<file path="src/rtl/msi_frame_pkg.sv">
package msi_frame_pkg;

    localparam int ADDR_W      = 12;
    localparam int DATA_W      = 32;
    localparam int ID_W        = 10;
    localparam int ID_OFFSET   = 32;
    localparam int ID_LIMIT    = 1020;
    localparam int MAX_LINES   = 128;

    localparam logic [ADDR_W-1:0] OFS_TYPE      = 12'h008;
    localparam logic [ADDR_W-1:0] OFS_DOORBELL  = 12'h040;
    localparam logic [ADDR_W-1:0] OFS_IFACE_ID  = 12'hFCC;
    localparam logic [ADDR_W-1:0] OFS_IDBLK_LO  = 12'hFD0;
    localparam logic [ADDR_W-1:0] OFS_IDBLK_HI  = 12'hFFC;

    localparam logic [7:0] PRODUCT_CODE = 8'h51;
    localparam int         PRODUCT_LSB  = 20;

    typedef enum logic [2:0] {
        RG_NONE,
        RG_TYPE,
        RG_DOORBELL,
        RG_IFACE_ID,
        RG_ID_BLOCK
    } region_e;

    typedef struct packed {
        region_e region;
        logic    rd_accept;
        logic    wr_fire;
        logic    bad;
    } access_t;

    function automatic region_e decode_region(input logic [ADDR_W-1:0] addr);
        region_e r;
        r = RG_NONE;
        if (addr == OFS_TYPE)
            r = RG_TYPE;
        else if (addr == OFS_DOORBELL)
            r = RG_DOORBELL;
        else if (addr == OFS_IFACE_ID)
            r = RG_IFACE_ID;
        else if (addr >= OFS_IDBLK_LO && addr <= OFS_IDBLK_HI)
            r = RG_ID_BLOCK;
        return r;
    endfunction

    function automatic logic read_size_ok(input logic [2:0] size);
        return size == 3'd4;
    endfunction

    function automatic logic write_size_ok(input logic [2:0] size);
        return (size == 3'd2) || (size == 3'd4);
    endfunction

endpackage

</file>
<file path="src/rtl/msi_frame_decode.sv">
module msi_frame_decode
    import msi_frame_pkg::*;
(
    input  logic [ADDR_W-1:0] addr,
    input  logic              rd,
    input  logic              wr,
    input  logic [2:0]        size,
    output access_t           acc
);

    region_e region;
    logic    readable;

    always_comb begin
        region   = decode_region(addr);
        readable = (region == RG_TYPE) || (region == RG_IFACE_ID) ||
                   (region == RG_ID_BLOCK);
        acc.region    = region;
        acc.rd_accept = rd && readable && read_size_ok(size);
        acc.wr_fire   = wr && (region == RG_DOORBELL) && write_size_ok(size);
        acc.bad       = (rd && !acc.rd_accept) || (wr && !acc.wr_fire);
    end

endmodule

</file>
<file path="src/rtl/msi_doorbell_pulse.sv">
module msi_doorbell_pulse
    import msi_frame_pkg::*;
#(
    parameter int BASE_ID   = 0,
    parameter int NUM_LINES = 64
) (
    input  logic                 clk,
    input  logic                 rst,
    input  logic                 fire,
    input  logic [ID_W-1:0]      id,
    output logic [NUM_LINES-1:0] pulse
);

    localparam int FIRST_ID = BASE_ID + ID_OFFSET;
    localparam int END_ID   = FIRST_ID + NUM_LINES;
    localparam int IDX_W    = (NUM_LINES > 1) ? $clog2(NUM_LINES) : 1;

    logic [ID_W:0]   id_ext;
    logic            in_window;
    logic [ID_W:0]   offset_full;
    logic [IDX_W-1:0] local_idx;

    always_comb begin
        id_ext      = {1'b0, id};
        in_window   = (id_ext >= (ID_W+1)'(FIRST_ID)) &&
                      (id_ext <  (ID_W+1)'(END_ID));
        offset_full = id_ext - (ID_W+1)'(FIRST_ID);
        local_idx   = offset_full[IDX_W-1:0];
    end

    for (genvar i = 0; i < NUM_LINES; i++) begin : g_line
        always_ff @(posedge clk) begin
            if (rst)
                pulse[i] <= 1'b0;
            else
                pulse[i] <= fire && in_window && (local_idx == IDX_W'(i));
        end
    end

endmodule

</file>
<file path="src/rtl/msi_frame_readback.sv">
module msi_frame_readback
    import msi_frame_pkg::*;
#(
    parameter int BASE_ID   = 0,
    parameter int NUM_LINES = 64
) (
    input  logic              clk,
    input  logic              rst,
    input  logic              rd_accept,
    input  region_e           region,
    output logic [DATA_W-1:0] rdata
);

    localparam int FIRST_ID = BASE_ID + ID_OFFSET;
    localparam logic [DATA_W-1:0] TYPE_WORD =
        (DATA_W'(FIRST_ID) << 16) | DATA_W'(NUM_LINES);
    localparam logic [DATA_W-1:0] IFACE_WORD =
        DATA_W'(PRODUCT_CODE) << PRODUCT_LSB;

    logic [DATA_W-1:0] next_word;

    always_comb begin
        case (region)
            RG_TYPE:     next_word = TYPE_WORD;
            RG_IFACE_ID: next_word = IFACE_WORD;
            default:     next_word = '0;
        endcase
    end

    always_ff @(posedge clk) begin
        if (rst)
            rdata <= '0;
        else
            rdata <= rd_accept ? next_word : '0;
    end

endmodule

</file>
<file path="src/rtl/msi_doorbell_frame.sv">
module msi_doorbell_frame
    import msi_frame_pkg::*;
#(
    parameter int BASE_ID   = 0,
    parameter int NUM_LINES = 64
) (
    input  logic                 clk,
    input  logic                 rst,
    input  logic [11:0]          bus_addr,
    input  logic                 bus_wr,
    input  logic                 bus_rd,
    input  logic [2:0]           bus_size,
    input  logic [31:0]          bus_wdata,
    output logic [31:0]          bus_rdata,
    output logic                 bad_access,
    output logic [NUM_LINES-1:0] irq_pulse
);

    if (NUM_LINES < 1 || NUM_LINES > MAX_LINES) begin : g_bad_count
        $error("msi_doorbell_frame: line count out of range");
    end
    if (BASE_ID < 0 || BASE_ID + ID_OFFSET + NUM_LINES > ID_LIMIT) begin : g_bad_base
        $error("msi_doorbell_frame: interrupt ID window exceeds limit");
    end

    access_t acc;
    logic    unused_wdata_hi;

    assign unused_wdata_hi = ^bus_wdata[31:ID_W];

    msi_frame_decode u_decode (
        .addr (bus_addr),
        .rd   (bus_rd),
        .wr   (bus_wr),
        .size (bus_size),
        .acc  (acc)
    );

    msi_doorbell_pulse #(
        .BASE_ID   (BASE_ID),
        .NUM_LINES (NUM_LINES)
    ) u_pulse (
        .clk   (clk),
        .rst   (rst),
        .fire  (acc.wr_fire),
        .id    (bus_wdata[ID_W-1:0]),
        .pulse (irq_pulse)
    );

    msi_frame_readback #(
        .BASE_ID   (BASE_ID),
        .NUM_LINES (NUM_LINES)
    ) u_readback (
        .clk       (clk),
        .rst       (rst),
        .rd_accept (acc.rd_accept),
        .region    (acc.region),
        .rdata     (bus_rdata)
    );

    always_ff @(posedge clk) begin
        if (rst)
            bad_access <= 1'b0;
        else
            bad_access <= acc.bad;
    end

endmodule

</file>
<file path="config.mk">
export PLATFORM = sky130hd
export DESIGN_NAME = msi_doorbell_frame
export DESIGN_NICKNAME = d
export VERILOG_FILES = /design/src/rtl/msi_frame_pkg.sv /design/src/rtl/msi_frame_decode.sv /design/src/rtl/msi_doorbell_pulse.sv /design/src/rtl/msi_frame_readback.sv /design/src/rtl/msi_doorbell_frame.sv
export SDC_FILE = /design/constraint.sdc
export NUM_CORES = 1
export LEC_CHECK = 0
export BUFFER_PORTS_ARGS = -buffer_cell sky130_fd_sc_hd__buf_2
export CORE_MARGIN = 1.5
export CORE_UTILIZATION = 41
export DETAILED_ROUTE_END_ITERATION = 10
export PLACE_DENSITY = 0.78
export SLEW_MARGIN = 10
export SYNTH_ARGS = -nofsm -noshare
export SYNTH_HDL_FRONTEND = slang
export SYNTH_SLANG_ARGS = --single-unit
</file>
<file path="constraint.sdc">
create_clock -name clk -period 1.33 [get_ports clk]
set_input_delay 0.133 -clock clk [delete_from_list [all_inputs] [get_ports clk]]
set_output_delay 0.133 -clock clk [all_outputs]
set_load 0.02 [all_outputs]
</file>
Yosys cells after proc, flatten, opt, wreduce, memory -nomap -nowiden
Cells that the tools add are included.
Widths: inputs -> output; s select.
{ "word_totals": {"wordCells": 230, "out_inout_bits": 97, "ff_bits": 97} }
{ "op_classes": {"bitwise": 1, "n_addsub": 1, "order_cmp": 4, "reduce_logical": 81, "mux": 5, "eq_ne": 72} }
{ "ops": {"columns": ["operator", "count"], "rows": [
  ["$eq 6x6->1 const B", 32],
  ["$eq 6x5->1 const B", 16],
  ["$logic_and 1x1->1", 73],
  ["$pmux 27 s2", 1],
  ["$eq 6x4->1 const B", 8],
  ["$eq 6x3->1 const B", 4],
  ["$eq 12x12->1 const B", 1],
  ["$eq 12x4->1 const B", 1],
  ["$eq 12x7->1 const B", 1],
  ["$eq 6x2->1 const B", 2],
  ["$ge 12x12->1 const B", 1],
  ["$le 12x12->1 const B", 1],
  ["$mux 3", 4],
  ["$ge 10x6->1 const B", 1],
  ["$lt 10x7->1 const B", 1],
  ["$eq 3x2->1 const B", 3],
  ["$eq 3x3->1 const B", 2],
  ["$eq 6x1->1 const B", 1],
  ["$logic_not 6->1", 1],
  ["$sub 6x6->6 const B", 1],
  ["$logic_or 1x1->1", 4],
  ["$eq 3x1->1 const B", 1],
  ["$logic_not 1->1", 2],
  ["$reduce_or 2->1", 1],
  ["$not 1->1", 1]
]} }

Depth between registers and ports, before layout
Gate-level depths: netlist (run 1).
{ "depth": {"depth_word": 14, "depth_mapped": 6, "ltp_nobuf": 4} }

Hierarchy
From an unflattened synthesis (run 1), not the netlist that was laid out.
{ "hier_totals": {"cells_unflattened": 234, "area_unflattened_um2": 2546.2} }
{ "modules_own_cells": {"columns": ["module", "cells_each", "area_each_um2", "n_inst", "seq_area_each_um2"], "rows": [
  ["msi_doorbell_pulse", 168, 2019.4, 1, 1281.2],
  ["msi_frame_readback", 36, 297.8, 1, 40.0],
  ["msi_frame_decode", 28, 195.2, 1, 0.0],
  ["msi_doorbell_frame", 2, 33.8, 1, 20.0]
]} }

Worst setup path after synthesis (run 1)
Ideal clock, no wire load.
{ "synth_timing": {"kind": "input -> register", "from": "input bus_addr[7]", "to": "register u_pulse.pulse[7]", "stages": 6, "required_time_ns": 1.264, "path_buffers": 2, "t_arrival_ns": 1.157, "path_slack_ns": 0.107, "cell_sequence": "nor4_4 -> and4_1 -> buf_6 -> nand4b_4 -> buf_6 -> nor2_1"} }
{ "synth_via": {"elab_chain_len": 11, "elab_cells_between_ends": 15} }
{ "synth_rtl": {"columns": ["element", "line", "source"], "rows": [
  ["start, declared", "msi_doorbell_frame.sv:9", "input logic [11:0] bus_addr,"],
  ["$ge 12x12->1 / $le 12x12->1 (equally long branches)", "msi_frame_pkg.sv:43", "else if (addr >= OFS_IDBLK_LO && addr <= OFS_IDBLK_HI)"],
  ["$logic_and 1x1->1", "msi_frame_pkg.sv:43", null],
  ["$mux 3", "msi_frame_pkg.sv:43", null],
  ["$mux 3", "msi_frame_pkg.sv:41", "else if (addr == OFS_IFACE_ID)"],
  ["$mux 3", "msi_frame_pkg.sv:39", "else if (addr == OFS_DOORBELL)"],
  ["$mux 3 *", "msi_frame_pkg.sv:37", "if (addr == OFS_TYPE)"],
  ["$eq 3x2->1 *", "msi_frame_decode.sv:20", "acc.wr_fire = wr && (region == RG_DOORBELL) && write_size_ok(size);"],
  ["$logic_and 1x1->1 * (2 in a row)", "msi_frame_decode.sv:20", null],
  ["$logic_and 1x1->1 * (2 in a row)", "msi_doorbell_pulse.sv:36", "pulse[i] <= fire && in_window && (local_idx == IDX_W'(i));"],
  ["end signal, assigned by index", "msi_doorbell_pulse.sv:36", null],
  ["end, declared", "msi_doorbell_pulse.sv:11", "output logic [NUM_LINES-1:0] pulse"]
]} }
Mark *: on every way between the ends. The rest lies on a longest branch, timed or not.
A chain may end at the register's enable or synchronous reset.

Worst setup path in the final report (run 1)
{ "layout_timing": {"from": "input bus_addr[5]", "to": "register u_pulse.pulse[56]"} }
The elaborated chain is that of the path after synthesis.

==> flow_metrics.tcl, run 1 <==
set metrics [dict create \
    status "completed" \
    arrival_ns 1.45 \
    vias 1797 \
    p_per_area_nw_per_um2 1400 \
    routedWlPerCell_um 11.7 \
    layout.cells.non_filler 408 \
    cpPeakStageDelay_ns 0.30 \
    slew_viol_final 0 \
    wl_mm 4.78 \
    layout_common_cells "buf_2 (98), nor2_1 (67), dfxtp_1 (67)" \
    p_total_mw 4.27 \
    maxCapViolCount 0 \
    drt-vias-per-instance 4.40 \
    dr.first_iter.drc_count 45 \
    switching_share 0.209 \
    setup_ws_ns 0.130 \
    grt.total_usage 0.166 \
    syn-instance-count 222 \
    cts_tree "built" \
    die_w_um 77.4 \
    h-tree-depth 3 \
    pre_cts_ws_ns -0.174 \
    power_frac_comb 0.051 \
    fin_util 0.581 \
    endpoint_kind "flop" \
    die-area_um2 6000 \
    ctsResizeCount 0 \
    layout.nets 384 \
    antenna_found_initial 0 \
    hold_buffers 2 \
    layout_commonest_cell "buf_2" \
    drc_errors 0 \
    clock_sinks 67 \
    die_h_um 77.4 \
    overflow 0 \
    start_kind "input pin" \
    power_frac_seq 0.471 \
    finalCritPeriodShare 0.902 \
    root_buffer "clkbuf_8" \
    hp-class "input pin to flop" \
    ant_nets 0 \
    crit_required_ns 1.58 \
    crit_chain "buf_2 -> nor4_2 -> and4_1 -> buf_12 -> nand4_4 -> nor2_1" \
    clk_pin_slew_worst_paths_ns 0.07 \
    ys_ff_latch 67 \
    drt_first_pass_iters 4 \
    io_pins 148 \
    grt_pass1_vias 1574 \
    numPlacedInstances 390 \
    synth_warnings 0 \
    crit_path_end "u_pulse.pulse[56]" \
    fmax_mhz 833 \
    slowest_stage "nor4_2" \
    ys_seq_area_frac 0.590 \
    cts_setup_buffers 0 \
    grt_max_degree 17 \
    grt_first_pass_wirelength_mm 7.45 \
    rsz0062_at_grt "no" \
    setup_viol_count_final 0 \
    switchingPower_uw 891 \
    port-buffer-count 98 \
    start_util 0.434 \
    core_area_um2 5240 \
    finalHoldViolCount 0 \
    gp_congestion 0.843 \
    cp_max_fo 16 \
    syn_to_final_growth_pct 33.8 \
    startpoint "bus_addr[5]" \
    irDropWorstVdd_v 0.000951 \
    rows 26 \
    tns_ns 0 \
    cts_made_buffers 9 \
    p_int_mw 3.38 \
    clkPwrFrac 0.478 \
    place_hpwl_mm 3.41 \
    clk_path_buf_depth 2 \
    syn_area_um2 2270 \
    path_class "input pin to flop" \
    syn_avg_cell_area_um2 10.2 \
    leakagePower_nw 1.51 \
    ys_types 26 \
    min_period_ns 1.20 \
    drive_gt1_frac 0.396 \
    antenna_cells 0 \
]
[power groups by stage]
stage / combinational, mW / clock (mW) / sequential [mW]
2_1_floorplan: 0.179 / 0 / 2.06
3_5_place_dp: 0.212 / 0 / 2.05
5_1_grt: 0.238 / 2.18 / 2.01
3_3_place_gp: 0.209 / 0 / 2.05
4_1_cts: 0.217 / 2.08 / 2.01
6_report: 0.219 / 2.04 / 2.01
[layout make-up]
type	count	area [um^2]
sequential	67	1340
clock buffer	10	138
multi-input combinational	144	736
fill	481	2200
clock inverter	6	111
timing repair buffer	110	623
inverter	1	3.75
tap	70	87.6
[cells in the mapped netlist (all sizes together)]
| cell | n | share of area |
|---|---|---|
| o2bb2ai | 1 | 0.0039 |
| conb | 1 | 0.0017 |
| nand3b | 1 | 0.0033 |
| nor4bb | 1 | 0.0044 |
| nand2 | 9 | 0.015 |
| a21oi | 1 | 0.0022 |
| nor2b | 5 | 0.014 |
| nand4b | 2 | 0.021 |
| dfxtp | 67 | 0.59 |
| nor4 | 2 | 0.015 |
| and2b | 2 | 0.0072 |
| buf | 36 | 0.13 |
| o311ai | 1 | 0.0039 |
| o21ai | 1 | 0.0022 |
| xor2 | 1 | 0.0039 |
| nor2 | 70 | 0.12 |
| nand3 | 9 | 0.020 |
| and4 | 3 | 0.012 |
| inv | 1 | 0.0017 |
| nor3 | 3 | 0.0066 |
| nand4 | 5 | 0.027 |
[registers in the layout, indices dropped and copies added, names as in the netlist]
register,flops
u_readback.rdata,2
bad_access,1
u_pulse.pulse,64
[per-stage QoR]
stage	hold slack, ns	instance area, um^2
2_1_floorplan	0.212	2370
3_5_place_dp	0.359	2770
4_1_cts	0.0944	3040
3_3_place_gp	0.365	2770
6_report	0.118	3040
5_1_grt	0.114	3040
[layer usage]
layer	vias to the layer above	GRT usage	wire length, um	part of all wire
met5	-	0	0	0
met4	0	0.0800	53	0.011
met3	6	0.0612	472	0.099
met2	106	0.276	2370	0.50
met1	809	0.187	1880	0.39
li1	876	-	-	-
[worst max-delay path, delay by kind of cell]
family | cells | cell delay (ns)
buf+inv | 2 | 0.26
simple gates | 4 | 1.05
[worst min-delay path by stage]
stage,startpoint,end,slack (ns),cells after the start
finish,bus_rd,bad_access,0.12,3
global route,bus_rd,bad_access,0.11,3
CTS,bus_rd,bad_access,0.09,3
detailed placement,rst,u_readback.rdata[21],0.36,2
global placement,rst,u_readback.rdata[21],0.36,2
floorplan,rst,u_readback.rdata[21],0.21,1
[cells by family (layout without fill, tap and decap cells)]
family                    Yosys count  in the layout  share of synthesized area
and+or+nand+nor                   112            112                      0.263
DFF                                67             67                      0.590
buffers and inverters              37            127                      0.129
AOI/OAI and AO/OA                   4              4                     0.0121
other                               1             27                    0.00165
xor gates and xnor gates            1              1                    0.00386
(Power assumes the default switching activity.)
==> run 2: changes to the inputs <==
BUFFER_PORTS_ARGS = -buffer_cell sky130_fd_sc_hd__clkbuf_2   (was -buffer_cell sky130_fd_sc_hd__buf_2)
==> run 2 against run 1 <==
Compared with the run above: sequential power barely moved; clock power fell by 30%; combinational power shrank 3%; routed wire length is 4.1% lower; hold slack got worse by 0.094 ns; critical path type unchanged.
==> flow_metrics.tcl, run 2 (same netlist as run 1, synthesis figures left out) <==
set metrics [dict create \
    ant_nets 0 \
    syn_to_final_growth_pct 31.2 \
    grt_pass1_vias 1583 \
    finalCritPeriodShare 0.825 \
    clk_pin_slew_worst_paths_ns 0.07 \
    path_common_cell "buf_12" \
    layout.cells.non_filler 408 \
    h-tree-depth 3 \
    multiInputGateArea_um2 736 \
    status "completed" \
    layout_common_cells "clkbuf_2 (98), nor2_1 (67), dfxtp_1 (67)" \
    port-buffer-count 98 \
    path_class "input pin to flop" \
    arrival_ns 1.37 \
    rows 26 \
    antenna_cells 0 \
    root_buffer "clkbuf_8" \
    die-area_um2 6000 \
    fmax_mhz 911 \
    slowest_stage "nor4_2" \
    hp-class "input pin to flop" \
    finalHoldViolCount 0 \
    start_kind "input pin" \
    leakagePower_nw 1.43 \
    cts_made_buffers 9 \
    cpPeakStageDelay_ns 0.30 \
    clock_sinks 67 \
    numPlacedInstances 392 \
    post_dp_cell_area_um2 2810 \
    irDropWorstVdd_v 0.000656 \
    clk_path_buf_depth 2 \
    setup_viol_count_final 0 \
    slew_viol_final 0 \
    p_per_area_nw_per_um2 1220 \
    cts_setup_buffers 0 \
    drc_errors 0 \
    drt_first_pass_iters 4 \
    num-fill-cells 471 \
    io_pins 148 \
    finalInstanceArea_um2 2980 \
    drive_gt1_frac 0.399 \
    gp_congestion 0.847 \
    reg_top3 "u_pulse.pulse: 64 flops, u_readback.rdata: 2 flops, bad_access: 1 flops" \
    cp_max_fo 16 \
    maxCapViolCount 0 \
    antenna_found_initial 0 \
    regArea_um2 1340 \
    max_flop_register "u_pulse.pulse" \
    setup_ws_ns 0.232 \
    dr.first_iter.drc_count 47 \
    routedWlPerCell_um 11.2 \
    vias 1755 \
    endpoint_kind "flop" \
    cts_tree "built" \
    ctsResizeCount 0 \
    wl_mm 4.58 \
    tns_ns 0 \
    timing.hold.ws_ns 0.0240 \
    place_hpwl_mm 3.42 \
    fin_util 0.569 \
    p_total_mw 3.64 \
    overflow 0 \
    grt_first_pass_wirelength_mm 7.12 \
    start_util 0.434 \
    drt-vias-per-instance 4.30 \
    hold_buffers 0 \
    crit_required_ns 1.60 \
    largest_register_ffs 64 \
    layout_commonest_cell "clkbuf_2" \
    rsz0062_at_grt "no" \
    grt.total_usage 0.158 \
    core_area_um2 5240 \
    pre_cts_ws_ns -0.132 \
    min_period_ns 1.10 \
    layout.nets 384 \
    crit_chain "clkbuf_2 -> nor4_2 -> and4_1 -> buf_12 -> nand4b_4 -> buf_12 -> nor2_1" \
    grt_max_degree 17 \
    die_w_um 77.4 \
    die_h_um 77.4 \
]
[run 2: final timing paths]
path | to | slack [ns] | start | depth (start not counted)
min | u_readback.rdata[21] | 0.02 | rst | 2
max | u_pulse.pulse[11] | 0.23 | bus_addr[5] | 7
[run 2: report_power, final]
group	internal (mW)	leakage (nW)	switching [mW]
registers	2.01	0.540	0.000717
clock network	0.716	0.0928	0.704
logic	0.0651	0.796	0.148
[run 2: layout make-up]
cell class | count | share of cell area
Clock inverter | 5 | 0.00965
Multi-Input combinational cell | 144 | 0.247
Inverter | 1 | 0.00126
Clock buffer | 11 | 0.0474
Tap cell | 70 | 0.0294
Sequential cell | 67 | 0.450
Timing Repair Buffer | 110 | 0.216
[run 2: critical path, delay by kind of cell]
family	cells	cell delay (ns)
simple gates	4	0.83
buf+inv	3	0.41
[run 2: routing by layer]
layer / wire [um] / part of all wire / GRT usage
met2: 2190 / 0.48 / 0.250
met4: 125 / 0.027 / 0.111
met1: 1840 / 0.40 / 0.175
met3: 424 / 0.093 / 0.0600
met5: 0 / 0 / 0
==> run 3: changes to the inputs <==
clock period = 1.1 ns   (was 1.33 ns; I/O delays follow)
==> run 3 against run 2 <==
Compared with the run above: final area rose by 1.5%; routed wire length up 7.9%; critical path depth is the same; non-clock buffer count grew 4; total power increased by 27%; sequential power grew 21%.
==> flow_metrics.tcl, run 3 (same netlist as run 1, synthesis figures left out) <==
set metrics [dict create \
    layout.nets 388 \
    layout_commonest_cell "clkbuf_2" \
    irDropWorstVdd_v 0.000927 \
    io_pins 148 \
    syn_to_final_growth_pct 33.1 \
    rows 26 \
    antenna_found_initial 0 \
    p_per_area_nw_per_um2 1530 \
    max_flop_register "u_pulse.pulse" \
    endpoint_kind "flop" \
    power_frac_seq 0.524 \
    dr.first_iter.drc_count 98 \
    setup_viol_count_final 0 \
    path_class "input pin to flop" \
    h-tree-depth 3 \
    antenna_cells 0 \
    maxCapViolCount 0 \
    ctsResizeCount 0 \
    switchingPower_mw 1.01 \
    port-buffer-count 98 \
    cts_tree "built" \
    grt_first_pass_wirelength_mm 7.77 \
    drt-vias-per-instance 4.44 \
    root_buffer "clkbuf_8" \
    leakagePower_nw 1.45 \
    drt_first_pass_iters 4 \
    crit_required_ns 1.36 \
    reg_top3 "u_pulse.pulse: 64 flops, u_readback.rdata: 2 flops, bad_access: 1 flops" \
    largest_register_ffs 64 \
    die_h_um 77.4 \
    clkPwrFrac 0.418 \
    path_common_cell "buf_12" \
    start_util 0.434 \
    numPlacedInstances 391 \
    cts_made_buffers 9 \
    status "completed" \
    p_int_mw 3.62 \
    clock_sinks 67 \
    min_period_ns 1.03 \
    timing.hold.ws_ns 0.0765 \
    crit_chain "clkbuf_2 -> nor4_4 -> and4_1 -> buf_12 -> nand4b_4 -> buf_12 -> nor2_1" \
    place_hpwl_mm 3.68 \
    wl_mm 4.94 \
    core_area_um2 5240 \
    die-area_um2 6000 \
    cpPeakStageDelay_ns 0.28 \
    power_frac_comb 0.058 \
    arrival_ns 1.29 \
    hp-class "input pin to flop" \
    finalCritPeriodShare 0.937 \
    layout_common_cells "clkbuf_2 (98), nor2_1 (67), dfxtp_1 (67)" \
    clk_pin_slew_worst_paths_ns 0.06 \
    drive_gt1_frac 0.398 \
    fmax_mhz 970 \
    gp_congestion 0.796 \
    layout.cells.non_filler 412 \
    hold_buffers 0 \
    clk_path_buf_depth 2 \
    vias 1829 \
    grt_pass1_vias 1616 \
    grt.total_usage 0.169 \
    tns_ns 0 \
    slowest_stage "nor4_4" \
    grt_max_degree 17 \
    routedWlPerCell_um 12.0 \
    die_w_um 77.4 \
    start_kind "input pin" \
    overflow 0 \
    drc_errors 0 \
    slew_viol_final 0 \
    ant_nets 0 \
    switching_share 0.218 \
    cp_max_fo 16 \
    finalHoldViolCount 0 \
]
## run 3: cell types whose count changed in the layout (fill, tap and decap cells not counted)
cell / delta
buf_12: -1
clkbuf_1: +3
nor4_2: -1
buf_4: +5
clkinv_4: -1
clkinv_2: -3
nor4_4: +1
bufinv_16: +1
## run 3: final cells by class
class | count | area [um^2]
Fill cell | 481 | 2210
Multi-Input combinational cell | 144 | 744
Tap cell | 70 | 87.6
Clock buffer | 14 | 153
Timing Repair Buffer | 114 | 661
Clock inverter | 2 | 35.0
Sequential cell | 67 | 1340
Inverter | 1 | 3.75
## run 3: worst paths after layout
kind | startpoint | endpoint | slack, ns | depth (start not counted)
worst max-delay path | bus_addr[5] | u_pulse.pulse[36] | 0.07 | 7
worst min-delay path | rst | u_readback.rdata[24] | 0.08 | 3
## run 3: critical path: cells and delay by family
kind | cells | cell delay, ns
buffers and inverters | 3 | 0.41
AND/OR/NAND/NOR | 4 | 0.76
## run 3: what timing repair did
item | in CTS | in global routing
setup buffers | 3 | 2
pin swaps | 1 | 0
hold endpoints to repair | 0 | 0
endpoints found under the setup margin | 2 | 32
## run 3: stage by stage
step	util	cell area (um^2)	setup slack [ns]	total power [mW]
floorplan	-	2380	-0.0672	2.70
CTS	0.570	2990	0.00333	4.66
finish	0.578	3030	0.0694	4.64
detailed placement	0.527	2760	-0.383	2.75
global placement	0.527	2760	-0.303	2.75
global route	0.578	3030	-0.00403	4.81
## run 3: per-layer routing
layer,global-route usage,part of all wire
met1,0.202,0.42
met2,0.268,0.48
met3,0.0518,0.087
met4,0.0982,0.015
met5,0,0
## run 3: power by group through the flow
stage	Sequential, mW	Clock [mW]	Combinational [mW]
3_5_place_dp	2.48	0	0.268
6_report	2.43	1.94	0.270
2_1_floorplan	2.49	0	0.217
3_3_place_gp	2.48	0	0.265
4_1_cts	2.43	1.96	0.269
5_1_grt	2.43	2.09	0.293
